### config.mk
export PLATFORM = sky130hd
export DESIGN_NAME = frac_clk_pacer
export DESIGN_NICKNAME = d
export VERILOG_FILES = /design/src/rtl/frac_clk_pacer_pkg.sv /design/src/rtl/pacer_frac_accum.sv /design/src/rtl/pacer_period_counter.sv /design/src/rtl/frac_clk_pacer.sv
export SDC_FILE = /design/constraint.sdc
export NUM_CORES = 1
export LEC_CHECK = 0
export BUFFER_PORTS_ARGS = -buffer_cell sky130_fd_sc_hd__buf_4
export CORE_UTILIZATION = 56
export DETAILED_ROUTE_END_ITERATION = 10
export GPL_ROUTABILITY_DRIVEN = 0
export PLACE_DENSITY = 0.88
export SLEW_MARGIN = 5
export SYNTH_ARGS = -nofsm -noshare
export SYNTH_HDL_FRONTEND = slang
export SYNTH_SLANG_ARGS = --single-unit
### constraint.sdc
create_clock -name clk -period 4.9 [get_ports clk]
set_clock_uncertainty 0.2 [all_clocks]
set_input_delay 0.49 -clock clk [delete_from_list [all_inputs] [get_ports clk]]
set_output_delay 0.49 -clock clk [all_outputs]
set_load 0.005 [all_outputs]
### src/rtl/frac_clk_pacer_pkg.sv
package frac_clk_pacer_pkg;

    localparam int DEF_INT_W  = 16;
    localparam int DEF_FRAC_W = 8;

    // What the divider state does in a given cycle
    typedef enum logic [1:0] {
        ACT_COUNT   = 2'd0,
        ACT_RELOAD  = 2'd1,
        ACT_RESTART = 2'd2
    } pacer_act_e;

    // Restart outranks a period end; a period end outranks counting
    function automatic pacer_act_e pick_action(input logic restart, input logic expire);
        if (restart)
            return ACT_RESTART;
        else if (expire)
            return ACT_RELOAD;
        else
            return ACT_COUNT;
    endfunction

endpackage

### src/rtl/pacer_frac_accum.sv
module pacer_frac_accum
    import frac_clk_pacer_pkg::*;
#(
    parameter int FRAC_W = DEF_FRAC_W
) (
    input  logic              clk,
    input  logic              rst,
    input  pacer_act_e        act,
    input  logic [FRAC_W-1:0] frac,
    output logic              carry
);
    logic [FRAC_W-1:0] acc_q;
    logic [FRAC_W:0]   sum;

    assign sum   = {1'b0, acc_q} + {1'b0, frac};
    assign carry = sum[FRAC_W];

    always_ff @(posedge clk) begin
        if (rst || act == ACT_RESTART)
            acc_q <= '0;
        else if (act == ACT_RELOAD)
            acc_q <= sum[FRAC_W-1:0];
    end


    acc_hold_chk: assert property (@(posedge clk) disable iff (rst)
        (act == ACT_COUNT) |=> $stable(acc_q));


    acc_clear_chk: assert property (@(posedge clk) disable iff (rst)
        (act == ACT_RESTART) |=> (acc_q == '0));

endmodule

### src/rtl/pacer_period_counter.sv
module pacer_period_counter
    import frac_clk_pacer_pkg::*;
#(
    parameter int INT_W = DEF_INT_W
) (
    input  logic             clk,
    input  logic             rst,
    input  pacer_act_e       act,
    input  logic [INT_W-1:0] div_int,
    input  logic             carry,
    output logic             expire
);
    localparam int CNT_W = INT_W + 1;
    localparam logic [CNT_W-1:0] FULL_SPAN = {1'b1, {INT_W{1'b0}}};

    logic [CNT_W-1:0] remain_q;
    logic [CNT_W-1:0] base_len;
    logic [CNT_W-1:0] next_len;

    // Whole part of zero stands for the full 2^INT_W span
    assign base_len = (div_int == '0) ? FULL_SPAN : {1'b0, div_int};
    assign next_len = base_len + {{INT_W{1'b0}}, carry};
    assign expire   = (remain_q == CNT_W'(1));

    always_ff @(posedge clk) begin
        if (rst || act == ACT_RESTART)
            remain_q <= base_len;
        else if (act == ACT_RELOAD)
            remain_q <= next_len;
        else
            remain_q <= remain_q - CNT_W'(1);
    end


    remain_nonzero_chk: assert property (@(posedge clk) disable iff (rst)
        remain_q != '0);


    remain_bound_chk: assert property (@(posedge clk) disable iff (rst)
        remain_q <= FULL_SPAN + CNT_W'(1));

endmodule

### src/rtl/frac_clk_pacer.sv
module frac_clk_pacer
    import frac_clk_pacer_pkg::*;
#(
    parameter int INT_W  = DEF_INT_W,
    parameter int FRAC_W = DEF_FRAC_W
) (
    input  logic              clk,
    input  logic              rst,
    input  logic [INT_W-1:0]  div_int,
    input  logic [FRAC_W-1:0] div_frac,
    input  logic              restart,
    output logic              tick
);
    pacer_act_e act;
    logic       expire;
    logic       carry;

    assign act  = pick_action(restart, expire);
    assign tick = (act == ACT_RELOAD) && !rst;

    pacer_frac_accum #(.FRAC_W(FRAC_W)) accum_i (
        .clk   (clk),
        .rst   (rst),
        .act   (act),
        .frac  (div_frac),
        .carry (carry)
    );

    pacer_period_counter #(.INT_W(INT_W)) count_i (
        .clk     (clk),
        .rst     (rst),
        .act     (act),
        .div_int (div_int),
        .carry   (carry),
        .expire  (expire)
    );


    every_cycle_chk: assert property (@(posedge clk) disable iff (rst)
        ($past(!rst) && $past(tick) && $past(div_int) == INT_W'(1)
         && $past(div_frac) == '0 && !restart) |-> tick);


    single_pulse_chk: assert property (@(posedge clk) disable iff (rst)
        ($past(!rst) && $past(tick) && $past(div_int) >= INT_W'(2)) |-> !tick);


    restart_quiet_chk: assert property (@(posedge clk) disable iff (rst)
        (restart && div_int >= INT_W'(2)) |=> !tick);

endmodule

==> flow_metrics.env, run 1 <==
export IMPL_status="finished, final reports clean"
export IMPL_initialDrtViolationCount=138
export IMPL_post_route_cells_drive_above_1_share=0.1559
export IMPL_finalSetupViolCount=0
export IMPL_worst_ep_arrival_time_ps=3500
export IMPL_setup_reg_to_reg_worst_slack_ps=1440
export IMPL_grt_use_total=0.2796
export IMPL_route_detailed_wl_per_inst_um=15.92
export IMPL_synthDistinctLibCells=47
export IMPL_sequential_area_share_after_synthesis=0.2556
export IMPL_max_cap_viols=0
export IMPL_cellInternalPower_mw=0.2944
export IMPL_worstPathRequired_ps=4940
export IMPL_regToRegEndpoint="count_i.remain_q[14]"
export IMPL_crit_path_max_fanout=5
export IMPL_layout_worst_path_cycle_share=0.7067
export IMPL_totalNegativeSetupSlack_ps=0
export IMPL_post_cts_repair_setup_buffers=0
export IMPL_clock_insertion_delay_worst_skew_ps=330
export IMPL_postCtsResizedCells=0
export IMPL_power_share_combinational=0.219
export IMPL_yosysTopAreaCell="sky130_fd_sc_hd__dfxtp_1"
export IMPL_grt_ovfl_total=0
export IMPL_clock_power_share=0.231
export IMPL_post_cts_hold_buffer_count=0
export IMPL_yosys_register_bits=25
export IMPL_syn_mean_instance_area_um2=8.025
export IMPL_setup_worst_path_start_class="flip-flop"
export IMPL_power_frac_seq=0.550
export IMPL_vias_in_the_first_global_route=1804
export IMPL_synth_largest_type_area_fraction=0.2556
export IMPL_fp_row_count=21
export IMPL_p_total_mw=0.4238
export IMPL_crit_type="reg2reg"
export IMPL_drtAntennaViolNets=0
export IMPL_cts_tree="yes"
export IMPL_switchingPower_mw=0.1294
export IMPL_diodes=0
export IMPL_ys_async_sr_fraction=0
export IMPL_root_buffer="sky130_fd_sc_hd__clkbuf_4"
export IMPL_final_hold_violation_count=0
export IMPL_numCtsBuffers=3
export IMPL_final_max_slew_viol_count=0
export IMPL_timing_critical_path_from="accum_i.acc_q[0]"
export IMPL_cts_htree_levels=1
export IMPL_endpoint="count_i.remain_q[14]"
export IMPL_class_of_the_most_critical_hold_timing_path="in2reg"
export IMPL_vdd_drop_max_uv=112.2
export IMPL_grt_antenna_before_repair=0
export IMPL_drc_errors=0
export IMPL_slew_limit_headroom=0.3104
export IMPL_postSynthCellCount=244
export IMPL_sum_of_net_half_perimeters_after_detailed_placement_um=3613
export IMPL_routed_via_count=1985
export IMPL_die_y_um=61.13
export IMPL_nets=304
export IMPL_yosys_most_used_dff="sky130_fd_sc_hd__dfxtp_1"
export IMPL_max_freq_mhz=288.8
export IMPL_die_outline_area_mm2=0.003737
export IMPL_min_period_ps=3463
export IMPL_cts_clk_slew_worst_paths_ps=150
export IMPL_final_core_utilization=0.6595
export IMPL_yosys_warnings=0
export IMPL_measured_slew_at_the_worst_slew_check_pin_ps=1029
export IMPL_layout_area_overhead_vs_synth_pct=12.40
export IMPL_die_width_um=61.13
export IMPL_largest_net_degree_at_the_start_of_global_routing=28
export IMPL_startpoint_of_the_worst_register_to_register_path="accum_i.acc_q[0]"
export IMPL_cts_path_max_buffers=2
export IMPL_number_of_ports_placed_on_the_die_boundary=28
export IMPL_synth_net_count=284
export IMPL_syn_cell_area_mm2=0.001958
export IMPL_synth_edf_count=0
export IMPL_detail_route_wirelength_um=4920
export IMPL_numClockSinks=25
export IMPL_wire_length_of_the_first_global_routing_pass_um=7859
export IMPL_fillCellCount=292
export IMPL_critPathCaptureType="flip-flop"
export IMPL_power_leakage_nw=0.8465
export IMPL_port_buffer_count=27
export IMPL_rr_worst_depth=14
export IMPL_sw_frac_of_total=0.3053
export IMPL_setup_repair_after_global_routing_missed_its_margin="no"
export IMPL_total_power_per_unit_cell_area_mw_per_mm2=192.6
export IMPL_core_mm2=0.003337
export IMPL_firstDrtPassIters=5
export IMPL_synth_commonest_cells="sky130_fd_sc_hd__dfxtp_1, sky130_fd_sc_hd__nand2_1, sky130_fd_sc_hd__a21oi_1, sky130_fd_sc_hd__nor2_1, sky130_fd_sc_hd__ha_1"
export IMPL_vias_per_cell=6.424
export IMPL_initial_core_util=0.5868
export IMPL_post_synth_main_area_contributors="sky130_fd_sc_hd__dfxtp_1, sky130_fd_sc_hd__ha_1, sky130_fd_sc_hd__nand2_1"
-- routing by layer --
layer  global-route usage  vias up  part of all wire
met5                    0        -                 0
met4               0.1396        0             0.029
met3              0.02941       17             0.074
met2               0.4689       99              0.47
met1               0.3564      913              0.43
li1                     -      956                 -
-- state kept, by name, summed over array words and instances, names as in the netlist --
signal,cells
count_i.remain_q,17
accum_i.acc_q,8
-- worst max-delay path, stage by stage (launching register included) --
cell                       delay [ps]
sky130_fd_sc_hd__dfxtp_1          340
sky130_fd_sc_hd__ha_1             200
sky130_fd_sc_hd__fa_1             410
sky130_fd_sc_hd__a21oi_1          180
sky130_fd_sc_hd__o21ai_0          160
sky130_fd_sc_hd__o31a_1           280
sky130_fd_sc_hd__o21ai_0          140
sky130_fd_sc_hd__nand2b_1          70
sky130_fd_sc_hd__ha_1             230
sky130_fd_sc_hd__ha_1             240
sky130_fd_sc_hd__and4_1           210
sky130_fd_sc_hd__and3_1           210
sky130_fd_sc_hd__nand2_1          130
sky130_fd_sc_hd__nor4_1            80
sky130_fd_sc_hd__a221o_1          290
-- stage by stage --
stage,setup slack [ps],hold slack (ps),std cells,cell area [µm²]
after floorplan,1536,235.6,244,1958
after global placement,1241,243.5,305,2173
after detailed placement,1164,254.0,305,2173
after CTS,1454,195.2,309,2201
after global routing,1117,194.6,309,2201
final,1437,199.9,309,2201
-- how the worst min path moves through the flow --
stage                           from                    to  slack (ps)  cells after the start
floorplan           accum_i.acc_q[0]      accum_i.acc_q[0]         240                      2
global placement    accum_i.acc_q[4]      accum_i.acc_q[4]         240                      2
detailed placement  accum_i.acc_q[4]      accum_i.acc_q[4]         250                      2
CTS                       div_int[0]   count_i.remain_q[0]         200                      3
global route             div_int[10]  count_i.remain_q[10]         190                      2
finish                    div_int[0]   count_i.remain_q[0]         200                      3
-- final cells by class --
cell class	count	area, µm²	share of cell area
Timing Repair Buffer	28	210.2	0.09551
Sequential cell	25	500.5	0.2274
Clock inverter	1	5.005	0.002274
Multi-Input combinational cell	201	1386	0.6299
Tap cell	46	57.56	0.02615
Clock buffer	3	22.52	0.01023
Inverter	5	18.77	0.008528
-- kinds of logic after synthesis --
| logic type | share of synthesized area |
|---|---|
| and+or+nand+nor | 0.3074 |
| AOI/OAI and AO/OA | 0.2109 |
| DFF | 0.2556 |
| adders and majority gates | 0.08690 |
| buffers and inverters | 0.03642 |
| muxes | 0.03131 |
| xor gates and xnor gates | 0.07157 |
-- cell usage in the layout (no fill, tap or decap), types with 10 or more instances in the layout --
| cell | n |
|---|---|
| sky130_fd_sc_hd__nor2_1 | 16 |
| sky130_fd_sc_hd__nand3_1 | 11 |
| sky130_fd_sc_hd__a21oi_1 | 16 |
| sky130_fd_sc_hd__nand2_1 | 25 |
| sky130_fd_sc_hd__nor4_1 | 11 |
| sky130_fd_sc_hd__ha_1 | 12 |
| sky130_fd_sc_hd__buf_4 | 28 |
| sky130_fd_sc_hd__o21ai_0 | 10 |
| sky130_fd_sc_hd__dfxtp_1 | 25 |
-- power by group through the flow --
| stage | logic [mW] | clock network, mW | registers [mW] |
|---|---|---|---|
| after CTS | 0.0909 | 0.0987 | 0.233 |
| after global routing | 0.100 | 0.109 | 0.235 |
| after global placement | 0.0887 | 0 | 0.237 |
| after detailed placement | 0.0904 | 0 | 0.237 |
| final | 0.0927 | 0.0980 | 0.233 |
| after floorplan | 0.0581 | 0 | 0.233 |
Power figures use the tool's default switching activity.
==> run 2, diff against run 1 <==
--- a/config.mk
+++ b/config.mk
@@ -6,10 +6,10 @@
 export NUM_CORES = 1
 export LEC_CHECK = 0
 export BUFFER_PORTS_ARGS = -buffer_cell sky130_fd_sc_hd__buf_4
-export CORE_UTILIZATION = 56
+export CORE_UTILIZATION = 52
 export DETAILED_ROUTE_END_ITERATION = 10
 export GPL_ROUTABILITY_DRIVEN = 0
-export PLACE_DENSITY = 0.88
+export PLACE_DENSITY = 0.86
 export SLEW_MARGIN = 5
 export SYNTH_ARGS = -nofsm -noshare
 export SYNTH_HDL_FRONTEND = slang
==> constraint.sdc (replaced) <==
create_clock -name clk -period 3.1 [get_ports clk]
set_clock_uncertainty 0.2 [all_clocks]
set_input_delay 0.31 -clock clk [delete_from_list [all_inputs] [get_ports clk]]
set_output_delay 0.31 -clock clk [all_outputs]
set_load 0.005 [all_outputs]
==> run 2 against run 1 <==
Cell count grew 5.2%; clock-buffer cell count is the same; clock power grew 110%; utilization grew 2.9 points; first-iteration DRC count grew 70%; non-clock buffer count grew 16; combinational power grew 65%; global-route usage shrank 1.5 points; critical path depth is the same; largest cell class unchanged.
==> flow_metrics.env, run 2 (same netlist as run 1, synthesis figures left out) <==
export IMPL_totalNegativeSetupSlack_ps=0
export IMPL_top_regs="count_i.remain_q (17), accum_i.acc_q (8)"
export IMPL_power_share_combinational=0.212
export IMPL_post_cts_hold_buffer_count=0
export IMPL_power_frac_seq=0.510
export IMPL_final_max_slew_viol_count=0
export IMPL_die_y_um=63.37
export IMPL_post_route_cells_drive_above_1_share=0.2437
export IMPL_class_of_the_most_critical_hold_timing_path="in2reg"
export IMPL_worst_ep_arrival_time_ps=2940
export IMPL_measured_slew_at_the_worst_slew_check_pin_ps=603.6
export IMPL_clock_power_share=0.278
export IMPL_max_cap_viols=0
export IMPL_grt_antenna_before_repair=0
export IMPL_slew_limit_headroom=0.5925
export IMPL_drtAntennaViolNets=0
export IMPL_setup_reg_to_reg_worst_slack_ps=130
export IMPL_vias_per_cell=6.351
export IMPL_critPathCaptureType="flip-flop"
export IMPL_cellInternalPower_mw=0.5112
export IMPL_largest_net_degree_at_the_start_of_global_routing=28
export IMPL_place_area_mm2=0.002292
export IMPL_detail_route_wirelength_um=5107
export IMPL_most_used_cells_in_the_layout_excluding_fill_and_tap_cells="sky130_fd_sc_hd__buf_4, sky130_fd_sc_hd__dfxtp_1, sky130_fd_sc_hd__nand2_1"
export IMPL_wire_length_of_the_first_global_routing_pass_um=8528
export IMPL_final_setup_worst_slack_ps=129.6
export IMPL_worst_hold_path_num_cells=3
export IMPL_die_width_um=63.37
export IMPL_cts_htree_levels=1
export IMPL_diodes=0
export IMPL_crit_type="reg2reg"
export IMPL_grt_use_total=0.2647
export IMPL_worstPathRequired_ps=3070
export IMPL_layout_area_overhead_vs_synth_pct=21.98
export IMPL_routed_via_count=2064
export IMPL_root_buffer="sky130_fd_sc_hd__clkbuf_8"
export IMPL_final_hold_violation_count=0
export IMPL_min_period_ps=2970
export IMPL_max_freq_mhz=336.7
export IMPL_startpoint_of_the_worst_register_to_register_path="accum_i.acc_q[0]"
export IMPL_core_mm2=0.003468
export IMPL_fp_row_count=21
export IMPL_initial_core_util=0.5646
export IMPL_vias_in_the_first_global_route=1933
export IMPL_grt_ovfl_total=0
export IMPL_clock_insertion_delay_worst_skew_ps=270
export IMPL_number_of_ports_placed_on_the_die_boundary=28
export IMPL_initialDrtViolationCount=234
export IMPL_layout_commonest_cell="sky130_fd_sc_hd__buf_4"
export IMPL_holdPathEnd="count_i.remain_q[0]"
export IMPL_status="finished, final reports clean"
export IMPL_fillCellCount=300
export IMPL_regToRegEndpoint="count_i.remain_q[14]"
export IMPL_sw_frac_of_total=0.2927
export IMPL_cts_path_max_buffers=2
export IMPL_registers_top_by_ff_count="count_i.remain_q"
export IMPL_firstDrtPassIters=5
export IMPL_cts_tree="yes"
export IMPL_power_leakage_nw=0.9403
export IMPL_setup_repair_after_global_routing_missed_its_margin="no"
export IMPL_switchingPower_mw=0.2115
export IMPL_vdd_drop_max_uv=207.9
export IMPL_layout_worst_path_cycle_share=0.9582
export IMPL_multi_input_area_mm2=0.001434
export IMPL_numCtsBuffers=3
export IMPL_nets=320
export IMPL_final_core_utilization=0.6887
export IMPL_pre_cts_ws_ps=-267.6
export IMPL_rr_worst_depth=14
export IMPL_sum_of_net_half_perimeters_after_detailed_placement_um=3854
export IMPL_setup_worst_path_start_class="flip-flop"
export IMPL_route_detailed_wl_per_inst_um=15.71
export IMPL_hold_start="div_int[0]"
export IMPL_cts_clk_slew_worst_paths_ps=90
export IMPL_final_seq_area_um2=501.7
export IMPL_port_buffer_count=27
export IMPL_finalSetupViolCount=0
export IMPL_die_outline_area_mm2=0.004015
export IMPL_largest_register_ff_count=17
export IMPL_numClockSinks=25
export IMPL_crit_path_max_fanout=4
export IMPL_post_route_cell_area_mm2=0.002389
export IMPL_drc_errors=0
export IMPL_total_power_per_unit_cell_area_mw_per_mm2=302.6
run 2: area by class of cell:
class	instances	share of cell area
repair buffers	44	0.1383
well taps	46	0.02410
clock buffers	3	0.01729
clock inverters	1	0.002095
flip-flops and latches	25	0.2101
multi-input cells	201	0.6003
inverters	5	0.007858
run 2: per-layer routing:
metal	share of wire	GRT usage
met1	0.42	0.3212
met5	0	0
met4	0.0076	0.06250
met3	0.067	0.05616
met2	0.50	0.4694
run 2: worst max-delay path, stage by stage, from the launching register on:
cell                       delay [ps]
sky130_fd_sc_hd__dfxtp_2          330
sky130_fd_sc_hd__ha_2             180
sky130_fd_sc_hd__fa_2             350
sky130_fd_sc_hd__a21oi_2          170
sky130_fd_sc_hd__o21ai_2           70
sky130_fd_sc_hd__o31a_1           250
sky130_fd_sc_hd__o21ai_1          130
sky130_fd_sc_hd__nand2b_1          70
sky130_fd_sc_hd__ha_2             200
sky130_fd_sc_hd__ha_4             160
sky130_fd_sc_hd__and4_1           160
sky130_fd_sc_hd__and3_4           200
sky130_fd_sc_hd__nand2_4           70
sky130_fd_sc_hd__nor4_1            50
sky130_fd_sc_hd__a221o_1          270
run 2: worst max path at each step:
stage,slack [ps],cells past startpoint,from,to
6_report,130,14,accum_i.acc_q[0],count_i.remain_q[14]
3_5_place_dp,-270,15,div_frac[0],count_i.remain_q[14]
5_1_grt,1,14,accum_i.acc_q[0],count_i.remain_q[12]
4_1_cts,6,14,accum_i.acc_q[0],count_i.remain_q[14]
2_1_floorplan,20,14,div_frac[0],count_i.remain_q[12]
3_3_place_gp,-180,15,div_frac[0],count_i.remain_q[12]
run 2: per-stage QoR:
step / power (mW) / hold slack, ps / cells
after floorplan: 0.4602 / 218.6 / 244
after global placement: 0.5193 / 243.2 / 320
after detailed placement: 0.5241 / 254.1 / 320
after CTS: 0.7221 / 52.43 / 325
after global routing: 0.7597 / 83.96 / 325
final: 0.7227 / 58.67 / 325
run 2: power by group through the flow:
stage	Combinational, mW	Sequential (mW)	Clock, mW
floorplan	0.0921	0.368	0
global placement	0.145	0.375	0
detailed placement	0.149	0.375	0
CTS	0.149	0.368	0.205
global route	0.168	0.372	0.219
finish	0.153	0.369	0.201
run 2: what timing repair did:
action | CTS | global route
pin swaps | 5 | 5
gates resized for setup | 7 | 5
endpoints found under the setup margin | 2 | 10
setup buffers | 1 | 0
==> run 3, diff against run 2 <==
--- a/config.mk
+++ b/config.mk
@@ -9,7 +9,7 @@
 export CORE_UTILIZATION = 52
 export DETAILED_ROUTE_END_ITERATION = 10
 export GPL_ROUTABILITY_DRIVEN = 0
-export PLACE_DENSITY = 0.86
+export PLACE_DENSITY = 0.76
 export SLEW_MARGIN = 5
 export SYNTH_ARGS = -nofsm -noshare
 export SYNTH_HDL_FRONTEND = slang
==> run 3 against run 2 <==
First-iteration DRC count decreased by 40%; non-clock buffer count rose by 3; cell count is 0.92% higher; maximum frequency shrank 0.99%; worst setup slack worse by 30 ps; final area grew 2.4%; critical path depth did not move; worst hold slack improved by 38 ps; die area did not move; global-route usage rose by 1.3 points; utilization up 1.6 points; sequential share of layout area fell by 0.48 points; largest cell class unchanged.
==> flow_metrics.env, run 3 (same netlist as run 1, synthesis figures left out) <==
export IMPL_status="finished, final reports clean"
export IMPL_route_detailed_wl_per_inst_um=16.19
export IMPL_cts_clk_slew_worst_paths_ps=90
export IMPL_cts_path_max_buffers=2
export IMPL_routed_via_count=2057
export IMPL_initialDrtViolationCount=140
export IMPL_class_of_the_most_critical_hold_timing_path="in2reg"
export IMPL_worst_ep_arrival_time_ps=2960
export IMPL_grt_ovfl_total=0
export IMPL_vias_in_the_first_global_route=1970
export IMPL_largest_register_ff_count=17
export IMPL_vias_per_cell=6.271
export IMPL_die_outline_area_mm2=0.004015
export IMPL_registers_top_by_ff_count="count_i.remain_q"
export IMPL_initial_core_util=0.5646
export IMPL_die_y_um=63.37
export IMPL_nets=323
export IMPL_crit_type="reg2reg"
export IMPL_min_period_ps=3000
export IMPL_port_buffer_count=27
export IMPL_diodes=0
export IMPL_post_route_cell_area_mm2=0.002445
export IMPL_detail_route_wirelength_um=5311
export IMPL_clock_insertion_delay_worst_skew_ps=270
export IMPL_max_freq_mhz=333.3
export IMPL_number_of_ports_placed_on_the_die_boundary=28
export IMPL_grt_use_total=0.2774
export IMPL_layout_worst_path_cycle_share=0.9678
export IMPL_p_total_mw=0.7258
export IMPL_cts_htree_levels=1
export IMPL_clock_power_share=0.275
export IMPL_final_max_slew_viol_count=0
export IMPL_firstDrtPassIters=5
export IMPL_core_mm2=0.003468
export IMPL_numClockSinks=25
export IMPL_largest_net_degree_at_the_start_of_global_routing=28
export IMPL_numCtsBuffers=3
export IMPL_drtAntennaViolNets=0
export IMPL_max_cap_viols=0
export IMPL_power_share_combinational=0.217
export IMPL_post_route_cells_drive_above_1_share=0.2518
export IMPL_crit_path_max_fanout=4
export IMPL_critPathCaptureType="flip-flop"
export IMPL_layout_area_overhead_vs_synth_pct=24.86
export IMPL_cellInternalPower_mw=0.5153
export IMPL_pre_cts_ws_ps=-197.0
export IMPL_finalSetupViolCount=0
export IMPL_cts_tree="yes"
export IMPL_total_power_per_unit_cell_area_mw_per_mm2=296.9
export IMPL_drc_errors=0
export IMPL_layout_commonest_cell="sky130_fd_sc_hd__buf_4"
export IMPL_sw_frac_of_total=0.2900
export IMPL_switchingPower_mw=0.2105
export IMPL_slew_limit_headroom=0.6208
export IMPL_die_width_um=63.37
export IMPL_setup_repair_after_global_routing_missed_its_margin="yes"
export IMPL_vdd_drop_max_uv=179.6
export IMPL_top_regs="count_i.remain_q (17), accum_i.acc_q (8)"
export IMPL_setup_worst_path_start_class="flip-flop"
export IMPL_grt_antenna_before_repair=0
export IMPL_final_hold_violation_count=0
export IMPL_post_cts_hold_buffer_count=0
export IMPL_place_area_mm2=0.002315
export IMPL_wire_length_of_the_first_global_routing_pass_um=8790
export IMPL_power_frac_seq=0.508
export IMPL_most_used_cells_in_the_layout_excluding_fill_and_tap_cells="sky130_fd_sc_hd__buf_4, sky130_fd_sc_hd__dfxtp_1, sky130_fd_sc_hd__nand2_1"
export IMPL_final_hold_worst_slack_ps=96.79
export IMPL_root_buffer="sky130_fd_sc_hd__clkbuf_8"
export IMPL_fp_row_count=21
export IMPL_power_leakage_nw=0.9572
export IMPL_worstPathRequired_ps=3060
export IMPL_final_setup_worst_slack_ps=99.97
export IMPL_measured_slew_at_the_worst_slew_check_pin_ps=561.6
export IMPL_totalNegativeSetupSlack_ps=0
export IMPL_sum_of_net_half_perimeters_after_detailed_placement_um=4007
-- run 3: final cells by class --
cell class,instances,area [µm²]
sequential,25,501.7
timing repair buffer,47,352.8
multi-input combinational,201,1469
inverter,5,18.77
clock buffer,4,45.04
fill,308,1023
tap,46,57.56
-- run 3: critical path, cell delays in order (launching register included) --
cell                       delay [ps]
sky130_fd_sc_hd__dfxtp_2          340
sky130_fd_sc_hd__ha_4             160
sky130_fd_sc_hd__fa_2             410
sky130_fd_sc_hd__a21oi_4          160
sky130_fd_sc_hd__o21ai_2           70
sky130_fd_sc_hd__o31a_1           250
sky130_fd_sc_hd__o21ai_1          140
sky130_fd_sc_hd__nand2b_1         100
sky130_fd_sc_hd__ha_4             180
sky130_fd_sc_hd__ha_4             150
sky130_fd_sc_hd__and4_1           150
sky130_fd_sc_hd__and3_4           190
sky130_fd_sc_hd__nand2_4           70
sky130_fd_sc_hd__nor4_2            40
sky130_fd_sc_hd__a221o_1          280
-- run 3: repair_timing --
item                       CTS  global route
setup endpoints to repair    2            11
pin swaps                    1             6
buffers inserted             0             1
resized for setup            3            13
-- run 3: metal layers --
metal | up-vias | share of wire | GRT usage
met1 | 975 | 0.42 | 0.3230
li1 | 1000 | - | -
met3 | 10 | 0.068 | 0.04348
met4 | 0 | 0.017 | 0.08523
met2 | 72 | 0.50 | 0.5106
met5 | - | 0 | 0
-- run 3: through the flow --
step                      std cells  utilization
after detailed placement        323       0.6674
after global placement          323       0.6674
after global routing            328       0.7049
after floorplan                 244            -
final                           328       0.7049
after CTS                       327       0.6818
-- run 3: worst paths after layout --
| path | from | endpoint | slack [ps] | depth (start not counted) |
|---|---|---|---|---|
| worst max-delay path | accum_i.acc_q[0] | count_i.remain_q[12] | 100 | 14 |
| worst min-delay path | div_int[0] | count_i.remain_q[0] | 100 | 3 |
| worst max register to register | accum_i.acc_q[0] | count_i.remain_q[12] | 100 | 14 |
| worst min register to register | accum_i.acc_q[5] | accum_i.acc_q[5] | 260 | 2 |
-- run 3: power by group through the flow --
stage	Clock [mW]	Sequential (mW)	Combinational, mW
5_1_grt	0.216	0.373	0.172
4_1_cts	0.200	0.369	0.153
2_1_floorplan	0	0.368	0.0921
3_3_place_gp	0	0.375	0.149
3_5_place_dp	0	0.376	0.152
6_report	0.200	0.369	0.157
